## src/rtl/mbg_pkg.sv

```systemverilog
package mbg_pkg;
  typedef enum logic [1:0] {
    ST_NONE = 2'd0,
    ST_ARB  = 2'd1,
    ST_NACK = 2'd2
  } stat_e;
endpackage

```

## src/rtl/mbg_glitch_filter.sv

```systemverilog
module mbg_glitch_filter #(
  parameter int FW = 6
) (
  input  logic          clk,
  input  logic          rst_n,
  input  logic          raw_in,
  input  logic          tick,
  input  logic [FW-1:0] width,
  output logic          level
);
  logic          sync1, sync2;
  logic [FW-1:0] cnt;
  logic [FW:0]   eff;
  logic [FW:0]   nxt;

  assign eff = (width == '0) ? (FW+1)'(1) : {1'b0, width};
  assign nxt = {1'b0, cnt} + (FW+1)'(1);

  always_ff @(posedge clk or negedge rst_n) begin
    if (!rst_n) begin
      sync1 <= 1'b1;
      sync2 <= 1'b1;
    end else begin
      sync1 <= raw_in;
      sync2 <= sync1;
    end
  end

  always_ff @(posedge clk or negedge rst_n) begin
    if (!rst_n) begin
      level <= 1'b1;
      cnt   <= '0;
    end else if (sync2 == level) begin
      cnt <= '0;
    end else if (tick) begin
      if (nxt >= eff) begin
        level <= sync2;
        cnt   <= '0;
      end else begin
        cnt <= nxt[FW-1:0];
      end
    end
  end

  // the filtered level only moves toward the synchronized input
  a_r2_follows_sync: assert property (@(posedge clk) disable iff (!rst_n)
    !$stable(level) |-> level == $past(sync2));
endmodule

```

## src/rtl/mbg_cond_detect.sv

```systemverilog
module mbg_cond_detect (
  input  logic clk,
  input  logic rst_n,
  input  logic scl,
  input  logic sda,
  output logic start_det,
  output logic stop_det,
  output logic scl_rise
);
  logic scl_q, sda_q;

  always_ff @(posedge clk or negedge rst_n) begin
    if (!rst_n) begin
      scl_q <= 1'b1;
      sda_q <= 1'b1;
    end else begin
      scl_q <= scl;
      sda_q <= sda;
    end
  end

  assign start_det = scl & scl_q &  sda_q & ~sda;
  assign stop_det  = scl & scl_q & ~sda_q &  sda;
  assign scl_rise  = scl & ~scl_q;

  // conditions only while the clock line is high
  a_r4_scl_high: assert property (@(posedge clk) disable iff (!rst_n)
    (start_det || stop_det) |-> scl);
endmodule

```

## src/rtl/mbg_free_timer.sv

```systemverilog
module mbg_free_timer #(
  parameter int CW = 16
) (
  input  logic          clk,
  input  logic          rst_n,
  input  logic          start_det,
  input  logic          stop_det,
  input  logic          fast_mode,
  input  logic [CW-1:0] cnt_std,
  input  logic [CW-1:0] cnt_fast,
  output logic          busy
);
  logic          counting;
  logic [CW-1:0] cnt;

  always_ff @(posedge clk or negedge rst_n) begin
    if (!rst_n) begin
      busy     <= 1'b0;
      counting <= 1'b0;
      cnt      <= '0;
    end else if (start_det) begin
      busy     <= 1'b1;
      counting <= 1'b0;
    end else if (stop_det) begin
      busy     <= 1'b1;
      counting <= 1'b1;
      cnt      <= fast_mode ? cnt_fast : cnt_std;
    end else if (counting) begin
      if (cnt <= CW'(1)) begin
        busy     <= 1'b0;
        counting <= 1'b0;
      end else begin
        cnt <= cnt - CW'(1);
      end
    end
  end

  a_r5_start_busy: assert property (@(posedge clk) disable iff (!rst_n)
    start_det |=> busy);
  a_r5_stop_busy: assert property (@(posedge clk) disable iff (!rst_n)
    stop_det |=> busy);
  a_r7_start_cancels: assert property (@(posedge clk) disable iff (!rst_n)
    start_det |=> !counting);
  a_r6_free_after_gap: assert property (@(posedge clk) disable iff (!rst_n)
    $fell(busy) |-> $past(counting));
endmodule

```

## src/rtl/mbg_arb_status.sv

```systemverilog
module mbg_arb_status
  import mbg_pkg::*;
(
  input  logic       clk,
  input  logic       rst_n,
  input  logic       scl_rise,
  input  logic       sda,
  input  logic       tx_active,
  input  logic       sda_intent,
  input  logic       ack_valid,
  input  logic       ack_nack,
  input  logic       busy,
  output logic       status_valid,
  output logic [1:0] status_code,
  output logic       release_bus
);
  logic  arb_hit, nack_hit;
  stat_e code_d;

  assign arb_hit  = scl_rise & tx_active & sda_intent & ~sda & ~release_bus;
  assign nack_hit = ack_valid & ack_nack & ~release_bus;

  always_comb begin
    if (arb_hit)       code_d = ST_ARB;
    else if (nack_hit) code_d = ST_NACK;
    else               code_d = ST_NONE;
  end

  always_ff @(posedge clk or negedge rst_n) begin
    if (!rst_n) begin
      status_valid <= 1'b0;
      status_code  <= ST_NONE;
      release_bus  <= 1'b0;
    end else begin
      status_valid <= arb_hit | nack_hit;
      status_code  <= code_d;
      if (arb_hit)    release_bus <= 1'b1;
      else if (!busy) release_bus <= 1'b0;
    end
  end

  a_r10_code_nonzero: assert property (@(posedge clk) disable iff (!rst_n)
    status_valid |-> (status_code == ST_ARB || status_code == ST_NACK));
  a_r8_release_with_arb: assert property (@(posedge clk) disable iff (!rst_n)
    $rose(release_bus) |-> (status_valid && status_code == ST_ARB));
  a_r9_quiet_released: assert property (@(posedge clk) disable iff (!rst_n)
    (release_bus && $past(release_bus)) |-> !status_valid);
endmodule

```

## src/rtl/mm_busfree_guard.sv

```systemverilog
module mm_busfree_guard #(
  parameter int FW       = 6,
  parameter int CW       = 16,
  parameter int PRE_LOG  = 5
) (
  input  logic          clk,
  input  logic          rst_n,
  input  logic          scl_in,
  input  logic          sda_in,
  input  logic          prescale_en,
  input  logic [FW-1:0] filt_width,
  input  logic          fast_mode,
  input  logic [CW-1:0] free_cnt_std,
  input  logic [CW-1:0] free_cnt_fast,
  input  logic          tx_active,
  input  logic          sda_intent,
  input  logic          ack_valid,
  input  logic          ack_nack,
  output logic          scl_f,
  output logic          sda_f,
  output logic          start_det,
  output logic          stop_det,
  output logic          bus_busy,
  output logic          start_ok,
  output logic          status_valid,
  output logic [1:0]    status_code,
  output logic          release_bus
);
  localparam int NLINES = 2;

  logic [PRE_LOG-1:0] pre_cnt;
  logic               pre_tick;
  logic [NLINES-1:0]  raw_v, filt_v;
  logic               scl_rise;

  always_ff @(posedge clk or negedge rst_n) begin
    if (!rst_n) pre_cnt <= '0;
    else        pre_cnt <= pre_cnt + PRE_LOG'(1);
  end
  assign pre_tick = ~prescale_en | (&pre_cnt);

  // prescaled ticks never arrive on consecutive cycles
  a_r3_tick_spaced: assert property (@(posedge clk) disable iff (!rst_n)
    (prescale_en && pre_tick) |=> !(prescale_en && pre_tick));

  assign raw_v = {sda_in, scl_in};

  for (genvar g = 0; g < NLINES; g++) begin : g_line
    mbg_glitch_filter #(.FW(FW)) u_filt (
      .clk   (clk),
      .rst_n (rst_n),
      .raw_in(raw_v[g]),
      .tick  (pre_tick),
      .width (filt_width),
      .level (filt_v[g])
    );
  end

  assign scl_f = filt_v[0];
  assign sda_f = filt_v[1];

  mbg_cond_detect u_cond (
    .clk      (clk),
    .rst_n    (rst_n),
    .scl      (scl_f),
    .sda      (sda_f),
    .start_det(start_det),
    .stop_det (stop_det),
    .scl_rise (scl_rise)
  );

  mbg_free_timer #(.CW(CW)) u_timer (
    .clk      (clk),
    .rst_n    (rst_n),
    .start_det(start_det),
    .stop_det (stop_det),
    .fast_mode(fast_mode),
    .cnt_std  (free_cnt_std),
    .cnt_fast (free_cnt_fast),
    .busy     (bus_busy)
  );

  assign start_ok = ~bus_busy;

  mbg_arb_status u_stat (
    .clk         (clk),
    .rst_n       (rst_n),
    .scl_rise    (scl_rise),
    .sda         (sda_f),
    .tx_active   (tx_active),
    .sda_intent  (sda_intent),
    .ack_valid   (ack_valid),
    .ack_nack    (ack_nack),
    .busy        (bus_busy),
    .status_valid(status_valid),
    .status_code (status_code),
    .release_bus (release_bus)
  );
endmodule

```

## config.mk

```make
export PLATFORM = sky130hd
export DESIGN_NAME = mm_busfree_guard
export DESIGN_NICKNAME = d
export VERILOG_FILES = /design/src/rtl/mbg_pkg.sv /design/src/rtl/mbg_glitch_filter.sv /design/src/rtl/mbg_cond_detect.sv /design/src/rtl/mbg_free_timer.sv /design/src/rtl/mbg_arb_status.sv /design/src/rtl/mm_busfree_guard.sv
export SDC_FILE = /design/constraint.sdc
export NUM_CORES = 1
export LEC_CHECK = 0
export ABC_AREA = 0
export BUFFER_PORTS_ARGS = -buffer_cell sky130_fd_sc_hd__buf_2
export CAP_MARGIN = 10
export CORE_ASPECT_RATIO = 1.5
export CORE_UTILIZATION = 33
export DETAILED_ROUTE_END_ITERATION = 10
export SYNTH_ARGS = -nofsm -noshare
export SYNTH_HDL_FRONTEND = slang
export SYNTH_HIERARCHICAL = 1
export SYNTH_SLANG_ARGS = --single-unit
```

## constraint.sdc

```tcl
create_clock -name clk -period 2.5 [get_ports clk]
set_input_delay 0.5 -clock clk [delete_from_list [all_inputs] [get_ports clk]]
set_output_delay 0.5 -clock clk [all_outputs]
set_load 0.02 [all_outputs]
```

======== Word level (Yosys, flattened, before mapping) ========
Index checks and enable logic that the tools add are counted.
W data, S select, Z words.
storage, ports and cells
  output and inout port bits .............. 10
  bits of input ports ..................... 48
  flip-flop bits (word level) ............. 47
  word-level logic and storage cells ...... 85
cells by class
  equality and inequality tests ........... 4
  add/sub/neg operators ................... 4
  $lt $le $gt $ge ......................... 3
  multiplexer cells ....................... 23
  bitwise logic cells ..................... 23
  reductions and logical operators ........ 11
operators with widths
  kind                     number
  $mux W16                 4
  $mux W6                  7
  $le A16 B1 Y1 const B    1
  $sub A16 B1 Y16 const B  1
  $add A6 B1 Y7 const B    2
  $ge A7 B7 Y1             2
  $and A1 B1 Y1            12
  $mux W1                  10
  $not A1 Y1               9
  $reduce_and A3 Y1        3
  $logic_not A6 Y1         1
  $reduce_bool A2 Y1       3
  $reduce_bool A3 Y1       2
  $add A5 B1 Y5 const B    1
  $reduce_and A5 Y1        1
  $mux W2                  2
  $ne A2 B2 Y1 const B     2
  $eq A1 B1 Y1             2
  $or A1 B1 Y1             2
  $reduce_and A2 Y1        1

======== Longest topological paths before layout ========
  word-level depth ........................ 7
  mapped depth ............................ 9
  gate-level depth less buffers ........... 9

======== Modules after synthesis ========
Netlist, hierarchy kept.
by module, submodules not included
  module             cells an instance  instances  seq. area each (µm²)  area each (µm²)
  mbg_free_timer     165                1          450.4                 1432.6
  mbg_glitch_filter  59                 2          229.0                 605.6
  mm_busfree_guard   14                 1          125.1                 198.9
  mbg_arb_status     11                 1          100.1                 157.7
  mbg_cond_detect    5                  1          52.6                  78.8

======== Least setup slack after synthesis ========
OpenSTA, ideal clock, no wires.
  path kind ............................... flip-flop to flip-flop
  start ................................... register g_line[1].u_filt.level
  end ..................................... register u_timer.cnt[5]
  data arrival time ....................... 1983 ps
  data required time ...................... 2374 ps
  slack ................................... 390 ps
  stages on the path, launching flop included .. 7
  path buffers ............................ 0
  clock period less this slack ............ 2110 ps
  setup time .............................. 126 ps
  path through ............................ dfstp_2 -> and4b_1 -> clkinv_1 -> nand2_1 -> nor2_1 -> and4_4 -> a311o_1
on the way
  elaborated cells on any way between the ends .. 8
  those cells by class .................... 1 x eq/ne; 1 x mux; 4 x bitwise; 2 x reduce/logical
RTL lines
  what                                                                 RTL line                 text
  start: declaration                                                   mbg_glitch_filter.sv:9   output logic level
  start signal: assignment                                             mbg_glitch_filter.sv:37  level <= sync2;
  $and A1 B1 Y1 (*)                                                    mbg_cond_detect.sv:23    assign stop_det = scl & scl_q & ~sda_q & sda;
  via stop_det                                                         mm_busfree_guard.sv:22   output logic stop_det,
  $ne A2 B2 Y1 (no source line) or $reduce_bool A2 Y1 (tied branches)  --
  $reduce_and A3 Y1 (no source line)                                   --
  end signal: assignment                                               mbg_free_timer.sv:27     cnt <= fast_mode ? cnt_fast : cnt_std;
  end signal: assignment                                               mbg_free_timer.sv:33     cnt <= cnt - CW'(1);
  end: declaration                                                     mbg_free_timer.sv:14     logic [CW-1:0] cnt;
Mark *: on every way through the listed nets, which the timed path passes. The rest lies on a longest branch.
A chain may end at the register's enable or synchronous reset.

======== Final worst setup path ========
  start ................................... register g_line[1].u_filt.cnt[0]
  end ..................................... register g_line[1].u_filt.level
on the way
  cells in the longest elaborated chain, start to end .. 3
ends and longest elaborated chain
  what                                RTL line                 text
  start: declaration                  mbg_glitch_filter.sv:12  logic [FW-1:0] cnt;
  start signal: assignment            mbg_glitch_filter.sv:40  cnt <= nxt[FW-1:0];
  $add A6 B1 Y7                       mbg_glitch_filter.sv:17  assign nxt = {1'b0, cnt} + (FW+1)'(1);
  $ge A7 B7 Y1                        mbg_glitch_filter.sv:36  if (nxt >= eff) begin
  $reduce_and A3 Y1 (no source line)  --
No other way between the ends.

==> out/summary.txt <==
Run status = complete, no violations
GPL Wtd Cong = 0.8876
Residual DRC = 0
Grt ovf = 0
CP Data Arrival Time = 2500 ps
Post-Route Setup TNS = 0 ps
Startpoint Class = flop
Post-synthesis instance total = 313
CP Launch Point = g_line[1].u_filt/cnt[0]
WL final = 7.572 mm
Dpl ws = 255.7 ps
Class of the worst hold path = input pin to async pin
Cell mode on critical path = ha_1
DR vias = 2656
CTS tree = built
Sequential share of power = 0.415
Pleak = 1.764 nW
Crit path cell chain = ha_1 -> or2b_1 -> nand2_1 -> ha_1 -> a21o_1 -> a31oi_1 -> o21ai_2 -> nand2_2 -> mux2_4
Leading area contributor after synthesis = dfrtp_1
Critical Path End = g_line[1].u_filt/level
Initial antenna violation count = 0
Final slew viol count = 0
FF-to-FF Start = g_line[1].u_filt/cnt[0]
Die Wd = 80.87 µm
First-pass GRT wire length = 12.54 mm
DR pass1 iterations = 4
Antenna Cells = 0
CTS sink count = 47
Die Footprint = 9729 µm²
Post-cts gate resize count = 0
Reg2Reg Depth = 9
Cell variety after synth = 63
Clock power frac = 0.214
Max stage delay on crit path = 430 ps
Internal = 1.868 mW
Share of the synthesized area in the top cell type = 0.3169
Per-cell routed wire length = 15.42 µm
Setup Buffers After CTS = 0
Worst-path clk slew = 60 ps
Worst slew pin tran = 603.2 ps
Critical Path Sink Type = flop
Largest net degree at the start of global routing = 48
Register area share after synthesis = 0.3852
Clock root buffer = clkbuf_16
Filler cells = 921
Skew-Pair Late Insertion Delay = 290 ps
DIE HEIGHT = 120.3 µm
Share of cells above drive strength 1 = 0.2966
PortBufs = 57
Synthesis warning total = 6
Cell Pwr Density = 825.1 nW/µm²
Syn avg cell area = 9.838 µm²
CTS Buf Count = 5
Endpoints failing hold = 0
Rel. slew slack = 0.5942
Number of flops mapped to enable cells by yosys = 0
H-tree depth = 2
Max-cap violations = 0
Fmax = 0.4372 GHz
Synth Cell Area = 3079 µm²
CP max FO = 6
Switching Fraction = 0.3851
Critical path required time = 2710 ps
Area contributors post-synth = dfrtp_1 (32%), ha_1 (7.3%), dfstp_2 (6.8%)
Final setup violation count = 0
Reg2reg end = g_line[1].u_filt/level
VDD IR-drop max = 0.4146 mV
Clock buffer depth = 2
Ys flop type = dfrtp_1
Synth Net Count = 379
Flop-to-flop setup slack = 210 ps
CP max stage cell = dfrtp_1
Post-route clock period utilization = 0.9150
Top post-synthesis cells by count = dfrtp_1 (39), nand2_1 (23), inv_1 (21)
Most common cell in the synthesized netlist = dfrtp_1
Initial Utilization = 0.3447
DRT iter0 DRCs = 139
Row count = 42
Asr flop ratio synth = 1.000
DR vias/cell = 5.409
Final worst path period need = 2288 ps
# hold bufs at CTS = 0
DP Wirelength = 5.869 mm
#FFs+latches synth = 47
NetSw = 1.170 mW
CORE AREA = 8934 µm²
Nets = 446
Area grow syn2layout = 19.54%
Worst clock skew = 3.349 ps
I/O Pins = 58
RSZ-0062 raised after global routing = no
GRT Overall Usage = 0.1666
PnR worst setup slack = 212.5 ps
Combinational share of power = 0.371
DRT antenna net count = 0
Vias in the first global route = 2690
Crit Path Class = flop to flop
-- layer usage --
metal / share of wire / track usage / up-vias
li1: - / - / 1292
met1: 0.39 / 0.1808 / 1285
met2: 0.55 / 0.3067 / 62
met3: 0.037 / 0.02566 / 17
met4: 0.024 / 0.07589 / 0
met5: 0 / 0 / -
-- layout by cell type, fill, tap and decap left out, drive strengths merged, types with 6 or more instances in the layout --
cell type  count
nand3         19
a31oi          8
buf           69
a21oi          9
clkbuf         6
nand2         26
a21o           6
nor4           6
mux2i         15
nor2          18
ha            18
nor3           8
dfstp          8
inv           23
dfrtp         39
o21ai         15
a22o          10
-- cell type report --
type	instances	area, µm²	share of cell area
Clock inverter	2	12.51	0.003399
Timing Repair Buffer	69	375.4	0.1020
Tap cell	110	137.6	0.03739
Inverter	24	90.09	0.02447
Clock buffer	6	128.9	0.03501
Multi-Input combinational cell	233	1750	0.4755
Sequential cell	47	1186	0.3222
-- state kept, by name, summed over array words and instances, names as in the netlist, 2 cells and up --
| signal | count |
|---|---|
| u_timer/cnt | 16 |
| g_line.u_filt/level | 2 |
| g_line.u_filt/sync2 | 2 |
| g_line.u_filt/sync1 | 2 |
| u_stat/status_code | 2 |
| pre_cnt | 5 |
| g_line.u_filt/cnt | 12 |
-- kinds of logic after synthesis --
family / after synthesis / synth area share
and+or+nand+nor: 104 / 0.1954
AOI/OAI and AO/OA: 81 / 0.2020
DFF: 47 / 0.3852
buffers and inverters: 33 / 0.04632
muxes: 20 / 0.06948
adders and majority gates: 18 / 0.07314
xor gates and xnor gates: 10 / 0.02844
-- worst min-delay path by stage --
stage / to / slack (ps) / cells past startpoint / from
after global placement: g_line[1].u_filt/sync2 / 350 / 0 / g_line[1].u_filt/sync1
after CTS: g_line[0].u_filt/sync1 / 300 / 1 / scl_in
final: u_timer/cnt[1] / 300 / 2 / rst_n
after floorplan: g_line[0].u_filt/cnt[0] / 200 / 0 / rst_n
after global routing: g_line[1].u_filt/sync1 / 300 / 1 / sda_in
after detailed placement: g_line[1].u_filt/sync2 / 350 / 0 / g_line[1].u_filt/sync1
-- power by group through the flow --
stage	clock (mW)	sequential [mW]	combinational [mW]
after floorplan	0	1.24	0.786
after global placement	0	1.26	1.12
after detailed placement	0	1.27	1.13
after CTS	0.682	1.26	1.14
after global routing	0.711	1.29	1.27
final	0.650	1.26	1.13
-- critical path: cells and delay by family (launching register included) --
kind	cells	cell delay [ps]
mux	1	290
fa+ha+maj	2	500
flops	1	430
simple gates	3	390
compound gates	3	590
-- stage by stage --
| stage | power [mW] | util | area [µm²] | hold slack (ps) | std cells |
|---|---|---|---|---|---|
| 2_1_floorplan | 2.029 | - | 3079 | 204.4 | 313 |
| 3_3_place_gp | 2.382 | 0.3962 | 3540 | 347.2 | 483 |
| 3_5_place_dp | 2.401 | 0.3962 | 3540 | 346.8 | 483 |
| 4_1_cts | 3.078 | 0.4120 | 3681 | 302.5 | 491 |
| 5_1_grt | 3.272 | 0.4120 | 3681 | 299.4 | 491 |
| 6_report | 3.037 | 0.4120 | 3681 | 299.4 | 491 |
(Power assumes the default switching activity.)
